<file path="src/rtl/dcl_pkg.sv">
package dcl_pkg;

  localparam int unsigned BYTE_W = 8;

  typedef logic [BYTE_W-1:0] byte_t;

  typedef enum logic {
    SEG_LOW  = 1'b0,
    SEG_HIGH = 1'b1
  } seg_e;

  typedef struct packed {
    logic  valid;
    seg_e  seg;
    byte_t data;
  } wr_cmd_t;

endpackage

</file>
<file path="src/rtl/dcl_bus_capture.sv">
module dcl_bus_capture
  import dcl_pkg::*;
#(
  parameter int unsigned CH_W = 1
) (
  input  logic            clk,
  input  logic            rst_n,
  input  logic            cs_n,
  input  logic            wr_n,
  input  logic [CH_W-1:0] ch_sel,
  input  logic            hi_sel,
  input  byte_t           bus_d,
  output wr_cmd_t         cmd_o,
  output logic [CH_W-1:0] ch_o
);

  logic            wr_q;
  logic            cs_q;
  logic [CH_W-1:0] ch_q;
  logic            hi_q;
  byte_t           d_q;

  // strobe history; reset high so no phantom edge appears at release
  always_ff @(posedge clk or negedge rst_n) begin
    if (!rst_n) wr_q <= 1'b1;
    else        wr_q <= wr_n;
  end

  // bus fields follow the bus while the strobe is low and freeze once it rises
  always_ff @(posedge clk or negedge rst_n) begin
    if (!rst_n) begin
      cs_q <= 1'b1;
      ch_q <= '0;
      hi_q <= 1'b0;
      d_q  <= '0;
    end else if (!wr_n) begin
      cs_q <= cs_n;
      ch_q <= ch_sel;
      hi_q <= hi_sel;
      d_q  <= bus_d;
    end
  end

  always_comb begin
    cmd_o.valid = wr_n & ~wr_q & ~cs_q;
    cmd_o.seg   = hi_q ? SEG_HIGH : SEG_LOW;
    cmd_o.data  = d_q;
    ch_o        = ch_q;
  end

  AST_CMD_NEEDS_RISE: assert property (@(posedge clk) disable iff (!rst_n)
    cmd_o.valid |-> (wr_n && !$past(wr_n)));
  AST_CMD_NEEDS_CS: assert property (@(posedge clk) disable iff (!rst_n)
    cmd_o.valid |-> !$past(cs_n));

endmodule

</file>
<file path="src/rtl/dcl_decode.sv">
module dcl_decode
  import dcl_pkg::*;
#(
  parameter int unsigned NCH  = 2,
  parameter int unsigned CH_W = 1
) (
  input  wr_cmd_t         cmd_i,
  input  logic [CH_W-1:0] ch_i,
  output logic [NCH-1:0]  we_o
);

  for (genvar g = 0; g < NCH; g++) begin : g_we
    assign we_o[g] = cmd_i.valid && (ch_i == CH_W'(g));
  end

  always_comb begin
    AST_SINGLE_TARGET: assert ($onehot0(we_o));
  end

endmodule

</file>
<file path="src/rtl/dcl_channel.sv">
module dcl_channel
  import dcl_pkg::*;
#(
  parameter int unsigned CODE_W = 12
) (
  input  logic              clk,
  input  logic              rst_n,
  input  logic              wen_i,
  input  wr_cmd_t           cmd_i,
  input  logic              load_i,
  output logic [CODE_W-1:0] code_o
);

  localparam int unsigned LO_W = BYTE_W;
  localparam int unsigned HI_W = CODE_W - LO_W;

  logic [CODE_W-1:0] stage_q;
  logic [CODE_W-1:0] stage_nxt;
  logic [CODE_W-1:0] out_q;

  // merge a byte write into the staging word
  always_comb begin
    stage_nxt = stage_q;
    if (wen_i) begin
      if (cmd_i.seg == SEG_HIGH) stage_nxt[CODE_W-1:LO_W] = cmd_i.data[HI_W-1:0];
      else                       stage_nxt[LO_W-1:0]      = cmd_i.data;
    end
  end

  always_ff @(posedge clk or negedge rst_n) begin
    if (!rst_n) stage_q <= '0;
    else        stage_q <= stage_nxt;
  end

  // output register loads the merged word, so a same-edge write is included
  always_ff @(posedge clk or negedge rst_n) begin
    if (!rst_n)      out_q <= '0;
    else if (load_i) out_q <= stage_nxt;
  end

  assign code_o = out_q;

  AST_OUT_HOLDS: assert property (@(posedge clk) disable iff (!rst_n)
    !load_i |=> $stable(code_o));
  AST_LOAD_COPIES: assert property (@(posedge clk) disable iff (!rst_n)
    (load_i && !wen_i) |=> (code_o == $past(stage_q)));
  AST_MERGED_HIGH: assert property (@(posedge clk) disable iff (!rst_n)
    (load_i && wen_i && cmd_i.seg == SEG_HIGH)
      |=> (code_o[CODE_W-1:LO_W] == $past(cmd_i.data[HI_W-1:0])));
  AST_LOW_KEEPS_HIGH: assert property (@(posedge clk) disable iff (!rst_n)
    (wen_i && cmd_i.seg == SEG_LOW) |=> $stable(stage_q[CODE_W-1:LO_W]));
  AST_HIGH_KEEPS_LOW: assert property (@(posedge clk) disable iff (!rst_n)
    (wen_i && cmd_i.seg == SEG_HIGH) |=> $stable(stage_q[LO_W-1:0]));

endmodule

</file>
<file path="src/rtl/dual_code_loader.sv">
module dual_code_loader
  import dcl_pkg::*;
#(
  parameter int unsigned NCH    = 2,
  parameter int unsigned CODE_W = 12,
  localparam int unsigned CH_W  = (NCH > 1) ? $clog2(NCH) : 1
) (
  input  logic                  clk,
  input  logic                  rst_n,
  input  logic                  cs_n,
  input  logic                  wr_n,
  input  logic [CH_W-1:0]       ch_sel,
  input  logic                  hi_sel,
  input  logic [BYTE_W-1:0]     bus_d,
  input  logic                  xfer_go,
  input  logic [NCH-1:0]        xfer_mask,
  output logic [NCH*CODE_W-1:0] dac_code
);

  wr_cmd_t         cmd;
  logic [CH_W-1:0] cmd_ch;
  logic [NCH-1:0]  we;
  logic [NCH-1:0]  load;

  dcl_bus_capture #(.CH_W(CH_W)) u_capture (
    .clk    (clk),
    .rst_n  (rst_n),
    .cs_n   (cs_n),
    .wr_n   (wr_n),
    .ch_sel (ch_sel),
    .hi_sel (hi_sel),
    .bus_d  (bus_d),
    .cmd_o  (cmd),
    .ch_o   (cmd_ch)
  );

  dcl_decode #(.NCH(NCH), .CH_W(CH_W)) u_decode (
    .cmd_i (cmd),
    .ch_i  (cmd_ch),
    .we_o  (we)
  );

  assign load = {NCH{xfer_go}} & xfer_mask;

  for (genvar g = 0; g < NCH; g++) begin : g_ch
    dcl_channel #(.CODE_W(CODE_W)) u_ch (
      .clk    (clk),
      .rst_n  (rst_n),
      .wen_i  (we[g]),
      .cmd_i  (cmd),
      .load_i (load[g]),
      .code_o (dac_code[g*CODE_W +: CODE_W])
    );
  end

  AST_MASKED_STAYS: assert property (@(posedge clk) disable iff (!rst_n)
    (xfer_go && !xfer_mask[0]) |=> $stable(dac_code[CODE_W-1:0]));

endmodule

</file>
<file path="config.mk">
export PLATFORM = sky130hd
export DESIGN_NAME = dual_code_loader
export DESIGN_NICKNAME = d
export VERILOG_FILES = /design/src/rtl/dcl_pkg.sv /design/src/rtl/dcl_bus_capture.sv /design/src/rtl/dcl_decode.sv /design/src/rtl/dcl_channel.sv /design/src/rtl/dual_code_loader.sv
export SDC_FILE = /design/constraint.sdc
export NUM_CORES = 1
export LEC_CHECK = 0
export ABC_AREA = 1
export BUFFER_PORTS_ARGS = -buffer_cell sky130_fd_sc_hd__buf_2
export CAP_MARGIN = 20
export CORE_AREA = 5 5 82 84
export DETAILED_ROUTE_END_ITERATION = 7
export DIE_AREA = 0 0 87 89
export MAX_ROUTING_LAYER = met4
export PLACE_DENSITY = 0.7
export SLEW_MARGIN = 25
export SYNTH_ARGS = -nofsm -noshare
export SYNTH_HDL_FRONTEND = slang
export SYNTH_SLANG_ARGS = --single-unit
export TNS_END_PERCENT = 20
</file>
<file path="constraint.sdc">
create_clock -name clk -period 1.6 [get_ports clk]
set_input_delay 0.16 -clock clk [delete_from_list [all_inputs] [get_ports clk]]
set_output_delay 0.16 -clock clk [all_outputs]
set_load 0.005 [all_outputs]
</file>
==> results.md, run 1 <==
- The share of synthesized area in the top cell type comes to 0.504.
- The cell area after placement is 3150 µm².
- The area added between synthesis and finish is 18.1%.
- The path class of the lowest-slack min-delay path is in -> reg.
- The global-route wire length before repair is 10600 µm.
- The average detailed-routed wire length per instance is 11.7 µm.
- The tool flagged a number of max-cap violations equal to 0.
- The delay of the slowest cell on the worst path is 430 ps.
- The smallest clock period supported by the final layout is computed as 1410 ps.
- The cell area power density is 1370 nW/µm².
- Of the synthesized area, sequential elements account for 0.523.
- The estimated wirelength of the detail-placed design is 3850 µm.
- The area of the core is 5850 µm².
- The die is 87 µm wide.
- Setup repair after global routing left no endpoint under its margin.
- VDD sags by at most 0.661 mV.
- The later pin in the worst-skew pair is clocked with a latency of 330 ps.
- Of the total power, registers draw 0.440.
- The final count of pins violating max slew is 0.
- The worst max-slew margin expressed relative to the limit is 0.655.
- Of all cell types, the one taking the most synthesized area is sky130_fd_sc_hd__dfrtp_1.
- Timing analysis after detailed placement gives a worst setup slack of 1.27 ps.
- Across the routed clock network, the largest skew measured is 6.41 ps.
- For this design the total switching power over the nets is 1370 µW.
- The signal on the critical path passes through inv_1 > nand3_1 > nor2_2 > nand2_1 > and2_1.
- Of all nets on the critical path, the largest fanout is 12.
- The fraction of layout cells with a size suffix above 1 is 0.216.
- Among all stages on the critical path, the largest delay is contributed by sky130_fd_sc_hd__nor2_2.
- The via-per-instance ratio is 4.51.
- The flip-flop and latch count after synthesis is 60.
- The layout filler cell count is 543.
- Yosys printed 0 warnings.
- The utilization after layout is 0.581.
- The count of nets left with antenna violations once routing finished came out at 0.
- In the finished design, the share of the clock period the worst path needs comes to 0.882.
- Entering global routing, the biggest net connects 61 pins.
- At the worst endpoint, the arrival time is 1640 ps.
- The run finished with clean final reports.
- The TritonCTS clock tree is done.
- The total internal power is 3290 µW.
- During I/O placement, the number of pins put on the boundary was 41.
- Of the total power, the share spent switching nets is 0.293.
- The wire length reported by the detailed router is 5780 µm.
- The number of global-route vias before repair was 2341.
- The global-route usage over all layers is 0.182.
- The initial antenna violation count came to 0.
- Of the total power, combinational logic draws 0.234.
- A synthesized cell averages 7.84 µm².
- 0 antenna diodes ended up in the layout.
- The area of the die is 7740 µm².
- In the routed design, unresolved DRC markers number 0.
- In this run, distinct cell masters in the synthesized netlist total 16.
- At the pin with the least slew margin, the transition time is 516 ps.
- After the first detailed-routing iteration, the DRC count stood at 146.
- The startpoint kind of the worst setup timing path is a register.
- The number of optimization iterations in the first detailed-route pass is 4.
- The required time reported for the critical path endpoint is 1830 ps.
- Counting along the longest clock path gives a buffer depth of 2.
- Across all layers, the routed design uses 2221 vias.
- Counting every net in the synthesized netlist gives 384.
- The post-route standard cell area excluding fillers is 3400 µm².
- The clock slew seen by the registers of the worst setup and hold paths is 70 ps.
- The type of destination of the critical path is a register.
- Buffers inserted during clock tree synthesis total 9.
- The number of hold violations in the final report was 0.
- For this run, the top clock speed supported by timing is 0.709 GHz.
- The type of the worst setup path is reg -> reg.
- The effective utilization at floorplan is 0.492.
- Power comes to 4650 µW.
- The net count of the finished layout is 429.
- The global route total overflow is 0.
- The cell area that synthesis handed to floorplanning was 2880 µm².
- Across all setup checks in the final design, the least slack found is 189 ps.
- Sorting the synthesized cells by area gives the leading types as sky130_fd_sc_hd__dfrtp_1 (50%), sky130_fd_sc_hd__nand2_1 (14%), sky130_fd_sc_hd__inv_1 (7.4%).
- The maximum level of the CTS H-tree is 3.
- The total number of placement rows is 28.
- The leakage component of the power is 0.00190 µW.
- The instance count of the mapped netlist is 367.
- The clock tree root buffer cell is sky130_fd_sc_hd__clkbuf_8.
- After routing, the total negative slack on setup checks comes to 0 ps.
- The number of buffer cells added on primary ports is 40.
- The share of total power dissipated in the clock network is 0.325.
- The clock net in this run drives a total of 60 sinks.
- Setup violations remaining at the end of the flow were counted as 0.
- The final weighted congestion in routability-driven placement is 0.744.
- The die height is 89 µm.
- The post-CTS setup repair buffer count is 0.
layout make-up:
class,instances,area (µm²),area share
multi-input combinational,235,1070,0.314
clock inverter,6,87.6,0.0258
sequential,60,1500,0.442
clock buffer,10,138,0.0405
tap,75,93.8,0.0276
timing repair buffer,48,290,0.0854
inverter,58,218,0.0640
per-stage QoR:
stage	instances	hold WS [ps]
6_report	492	15.8
3_3_place_gp	474	190
5_1_grt	492	33.4
2_1_floorplan	367	-136
4_1_cts	492	0.473
3_5_place_dp	474	191
flip-flops by register name (all words and copies together) (netlist names):
signal,cells
g_ch.u_ch.code_o,24
g_ch.u_ch.stage_q,24
u_capture.ch_o,1
u_capture.cs_q,1
u_capture.d_q,8
u_capture.hi_q,1
u_capture.wr_q,1
cells in the final DEF, fill, tap and decap left out, drive strengths merged:
master and count:
clkinvlp 3, nor2 45, o21ai 9, dfstp 2, bufinv 2, nand3 27, inv 58, and2 24
clkinv 1, dfrtp 58, clkbuf 10, dlygate4sd3 2, buf 46, nand2 130
logic make-up after synthesis:
logic type	count (synthesis)	synth area share
flops	60	0.523
simple gates	226	0.354
compound gates	9	0.0157
buf+inv	72	0.108
routing by layer:
layer	track usage	vias to the layer above	share of wire
met1	0.238	1011	0.50
met3	0.0313	9	0.032
met5	-	-	0
li1	-	1165	-
met2	0.277	36	0.45
met4	0.0892	0	0.021
worst max-delay path, delay by kind of cell, from the launching register on:
kind          cells  cell delay (ps)
flops             1              400
simple gates      4              840
buf+inv           1               60
cell usage after synthesis:
library cell / number
sky130_fd_sc_hd__nand2_1: 110
sky130_fd_sc_hd__dfrtp_1: 58
sky130_fd_sc_hd__inv_1: 57
sky130_fd_sc_hd__nor2_1: 44
sky130_fd_sc_hd__nand3_1: 25
sky130_fd_sc_hd__and2_1: 24
sky130_fd_sc_hd__nand2_2: 20
sky130_fd_sc_hd__o21ai_0: 9
sky130_fd_sc_hd__buf_2: 5
sky130_fd_sc_hd__buf_4: 3
sky130_fd_sc_hd__buf_6: 3
sky130_fd_sc_hd__clkbuf_1: 3
sky130_fd_sc_hd__dfstp_2: 2
sky130_fd_sc_hd__nand3_2: 2
sky130_fd_sc_hd__inv_2: 1
sky130_fd_sc_hd__nor2_8: 1
power by group through the flow:
stage / clock, µW / combinational, µW / sequential [µW]
finish: 1510 / 1090 / 2050
global route: 1620 / 1280 / 2100
CTS: 1560 / 1110 / 2050
detailed placement: 0 / 1090 / 2070
global placement: 0 / 1060 / 2070
floorplan: 0 / 755 / 2060
path summary, 6_finish.rpt:
check	start	to	slack (ps)	cells after the start
setup reg to reg	u_capture.cs_q	g_ch[1].u_ch.stage_q[4]	190	5
hold reg to reg	g_ch[0].u_ch.code_o[1]	g_ch[0].u_ch.code_o[1]	470	2
max in group asynchronous	rst_n	u_capture.cs_q	950	3
hold / removal	hi_sel	u_capture.hi_q	20	3
min in group asynchronous	rst_n	g_ch[1].u_ch.code_o[11]	340	3
setup / recovery	u_capture.cs_q	g_ch[1].u_ch.stage_q[4]	190	5
what timing repair did:
action	4_1_cts	5_1_grt
endpoints found under the hold margin	59	0
pin swaps	0	0
setup endpoints to repair	9	48
resized for setup	0	2
hold buffers	2	0
(Power assumes the default switching activity.)
==> run 2: changes to the inputs <==
--- a/config.mk
+++ b/config.mk
@@ -7,8 +7,9 @@
 export LEC_CHECK = 0
 export ABC_AREA = 1
 export BUFFER_PORTS_ARGS = -buffer_cell sky130_fd_sc_hd__buf_2
-export CAP_MARGIN = 20
+export CAP_MARGIN = 10
 export CORE_AREA = 5 5 82 84
+export CTS_BUF_LIST = sky130_fd_sc_hd__clkbuf_8
 export DETAILED_ROUTE_END_ITERATION = 7
 export DIE_AREA = 0 0 87 89
 export MAX_ROUTING_LAYER = met4
==> constraint.sdc (replaced) <==
create_clock -name clk -period 1.5 [get_ports clk]
set_input_delay 0.15 -clock clk [delete_from_list [all_inputs] [get_ports clk]]
set_output_delay 0.15 -clock clk [all_outputs]
set_load 0.005 [all_outputs]
==> run 2 against run 1 <==
Net effect: critical path depth rose by 2; first-iteration DRC count shrank 37%; utilization is 1.0 points higher; critical endpoint is now g_ch[1].u_ch.code_o[1].
==> results.md, run 2 (same netlist as run 1, synthesis figures left out) <==
- The TritonCTS clock tree is done.
- The initial antenna violation count is 0 (unchanged).
- The count of vias placed by the detailed router came to 2291 (+3.2%).
- The total number of placement rows is 28 (unchanged).
- In this run the critical register-to-register path is captured at g_ch[1].u_ch.code_o[1].
- Setup repair after global routing left no endpoint under its margin.
- The power share of the clock group is 0.316 (-0.009).
- The largest net degree at the start of global routing is 38 (-38%).
- The worst max-slew margin expressed relative to the limit was 0.709 (+0.0539).
- The number of hold violations in the final report is 0 (unchanged).
- The number of global-route vias before repair was 2364 (+0.98%).
- The final-layout worst hold slack is 19.1 ps (+3.30 ps).
- The actual transition at the worst max-transition pin is 436 ps (-80.3 ps).
- The layout net count is 432 (+0.70%).
- The die outline width is 87 µm (unchanged).
- The data arrival at the endpoint of the critical path came to 1610 ps (-30 ps).
- The pre-CTS setup slack was -127 ps (-128 ps).
- The largest fanout on the critical path is 12 (unchanged).
- The fraction of layout cells with a size suffix above 1 is 0.219 (+0.00322).
- The global-route usage over all layers is 0.185 (+0.00251).
- The length in cells of the worst reg-to-reg path is 5 (unchanged).
- The start point of the worst min-delay path is bus_d[0].
- The area growth from synthesis to layout is 20.2%.
- The root buffer cell chosen for the clock tree is sky130_fd_sc_hd__clkbuf_8.
- The area of the die is 7740 µm² (unchanged).
- The maximum VDD drop was 0.974 mV (+47%).
- The cell area after placement is 3180 µm² (+0.87%).
- The number of failing setup endpoints in the final timing report is 0 (unchanged).
- The switching part of the total is 0.294 (+0.000694).
- Leaving out fill and tap cells, the most frequent cells in the layout are sky130_fd_sc_hd__nand2_1 (110), sky130_fd_sc_hd__dfrtp_1 (58), sky130_fd_sc_hd__inv_1 (57).
- STA classifies the critical path startpoint as a primary input.
- The number of diodes added for antenna fixing is 0 (unchanged).
- The cell area power density is 1430 nW/µm² (+4.4%).
- The flip-flop and latch area came to 1500 µm² (unchanged).
- The clock sink count came to 60 (unchanged).
- Static timing analysis puts the maximum clock frequency at 0.725 GHz.
- The switching component of the power is 1450 µW (+6.5%).
- The total internal power is 3490 µW (+6.1%).
- The utilization after layout is 0.591 (+0.0101).
- The instance count after placement with tap cells included is 476 (+0.42%).
- The critical path goes through dlygate4sd3_1 > buf_2 > nand3_1 > nor2_4 > nand2_1 > nand3_1 > nand2_1.
- The number of violations reported at the end of detailed-routing iteration 0 is 92 (-37%).
- The estimated wirelength of the detail-placed design is 4080 µm (+5.9%).
- The wire length reported by the detailed router is 5930 µm (+2.6%).
- The worst path in the final design needs a cycle of 1380 ps, including I/O delays and setup.
- The number of max-cap violations was 0 (unchanged).
- The via-per-instance ratio is 4.63 (+2.5%).
- The final worst slack was 121 ps (-68.4 ps).
- The maximum level of the CTS H-tree is 3 (unchanged).
- The delay of the slowest cell on the worst path is 520 ps (+90 ps).
- Of the available clock period, the critical path in the final layout requires 0.919.
- The number of optimization iterations in the first detailed-route pass came to 4 (unchanged).
- The required time reported for the critical path endpoint is 1730 ps (-100 ps).
- The run finished with clean final reports.
- The total I/O pin count came to 41 (unchanged).
- The critical path starts at wr_n.
- The clock slew seen by the registers of the worst setup and hold paths is 70 ps (about the same).
- The leading cell type in the layout, fill and taps excluded is sky130_fd_sc_hd__nand2_1.
- The master of the slowest instance on the critical path is sky130_fd_sc_hd__dlygate4sd3_1.
- The slack of the worst reg-to-reg path is 190 ps (about the same).
- The global route total overflow is 0 (unchanged).
- The remaining routing DRC violations is 0 (unchanged).
- The final count of pins violating max slew is 0 (unchanged).
- The combinational group share of total power is 0.241 (+0.007).
- By startpoint and endpoint, the worst setup path is classified as in -> reg.
- The post-route standard cell area excluding fillers is 3460 µm² (+1.7%).
- The number of buffer cells added on primary ports is 40 (unchanged).
- The number of buffers created by CTS is 9 (unchanged).
- The die height is 89 µm (unchanged).
- The path class of the lowest-slack min-delay path is in -> reg.
- The layout filler cell count is 522 (-3.9%).
- The clock insertion delay at the later pin of the skew report was 340 ps (about the same).
- The average detailed-routed wire length per instance was 12.0 µm (+2.0%).
- The final weighted congestion in routability-driven placement was 0.765 (+2.9%).
- The endpoint of the most critical setup path is g_ch[1].u_ch.code_o[1].
- The share of power burned in registers is 0.443 (+0.003).
- The area of the core is 5850 µm² (unchanged).
- The worst setup path is captured at a register.
- The effective utilization at floorplan is 0.492 (unchanged).
- The number of antenna-violating nets in the routed design is 0 (unchanged).
- The critical register-to-register path startpoint is u_capture.ch_o.
- The final non-filler cell total is 495 (+0.61%).
- The global-route wire length before repair was 10600 µm (+0.13%).
- The post-CTS setup repair buffer count is 0 (unchanged).
- The area of the multi-input gates is 1090 µm² (+2.3%).
- The maximum buffer depth of the clock tree is 2 (unchanged).
- The leakage component of the power is 0.00193 µW (+1.4%).
- The post-route clock skew is 7.71 ps (+1.31 ps).
run 2: cell count changes in the layout (fill, tap and decap cells not counted):
cell,before,now
sky130_fd_sc_hd__nand3_4,0,2
sky130_fd_sc_hd__nand3_2,2,0
sky130_fd_sc_hd__nor2_2,2,0
sky130_fd_sc_hd__buf_12,2,3
sky130_fd_sc_hd__bufinv_16,2,1
sky130_fd_sc_hd__dlygate4sd3_1,2,3
sky130_fd_sc_hd__clkinvlp_4,3,1
sky130_fd_sc_hd__clkbuf_8,10,13
sky130_fd_sc_hd__buf_4,4,5
sky130_fd_sc_hd__nor2_4,0,2
run 2: cell type report:
| class | instances | share of cell area |
|---|---|---|
| Clock inverter | 3 | 0.0123 |
| Timing Repair Buffer | 51 | 0.0948 |
| Inverter | 58 | 0.0630 |
| Tap cell | 75 | 0.0271 |
| Clock buffer | 13 | 0.0517 |
| Multi-Input combinational cell | 235 | 0.316 |
| Sequential cell | 60 | 0.435 |
run 2: layer usage:
layer,track usage,part of all wire
met1,0.224,0.48
met2,0.295,0.46
met3,0.0507,0.041
met4,0.0722,0.018
met5,-,0
run 2: worst min-delay path by stage:
stage | end | slack [ps] | cells after the start
after floorplan | g_ch[0].u_ch.code_o[0] | -150 | 0
after global placement | g_ch[1].u_ch.code_o[11] | 110 | 1
after detailed placement | g_ch[1].u_ch.code_o[0] | 110 | 1
after CTS | u_capture.d_q[0] | 2 | 3
after global routing | u_capture.d_q[0] | 10 | 3
final | u_capture.d_q[0] | 20 | 3
run 2: power by group through the flow:
stage	combinational (µW)	sequential (µW)	clock (µW)
floorplan	806	2200	0
global placement	1150	2200	0
detailed placement	1190	2210	0
CTS	1200	2190	1590
global route	1390	2240	1690
finish	1190	2190	1560
run 2: worst max-delay path, delay by kind of cell:
| family | cells | cell delay [ps] |
|---|---|---|
| buf+inv | 2 | 670 |
| simple gates | 5 | 780 |
run 2: repair_timing:
item,4_1_cts,5_1_grt
pin swaps,0,0
hold buffers,3,0
endpoints found under the hold margin,16,0
endpoints found under the setup margin,48,48
gates resized for setup,2,4
run 2: per-stage QoR:
stage / TNS [ps] / power, µW
floorplan: 0 / 3010
global placement: -1880 / 3350
detailed placement: -4330 / 3390
CTS: 0 / 4980
global route: 0 / 5310
finish: 0 / 4940
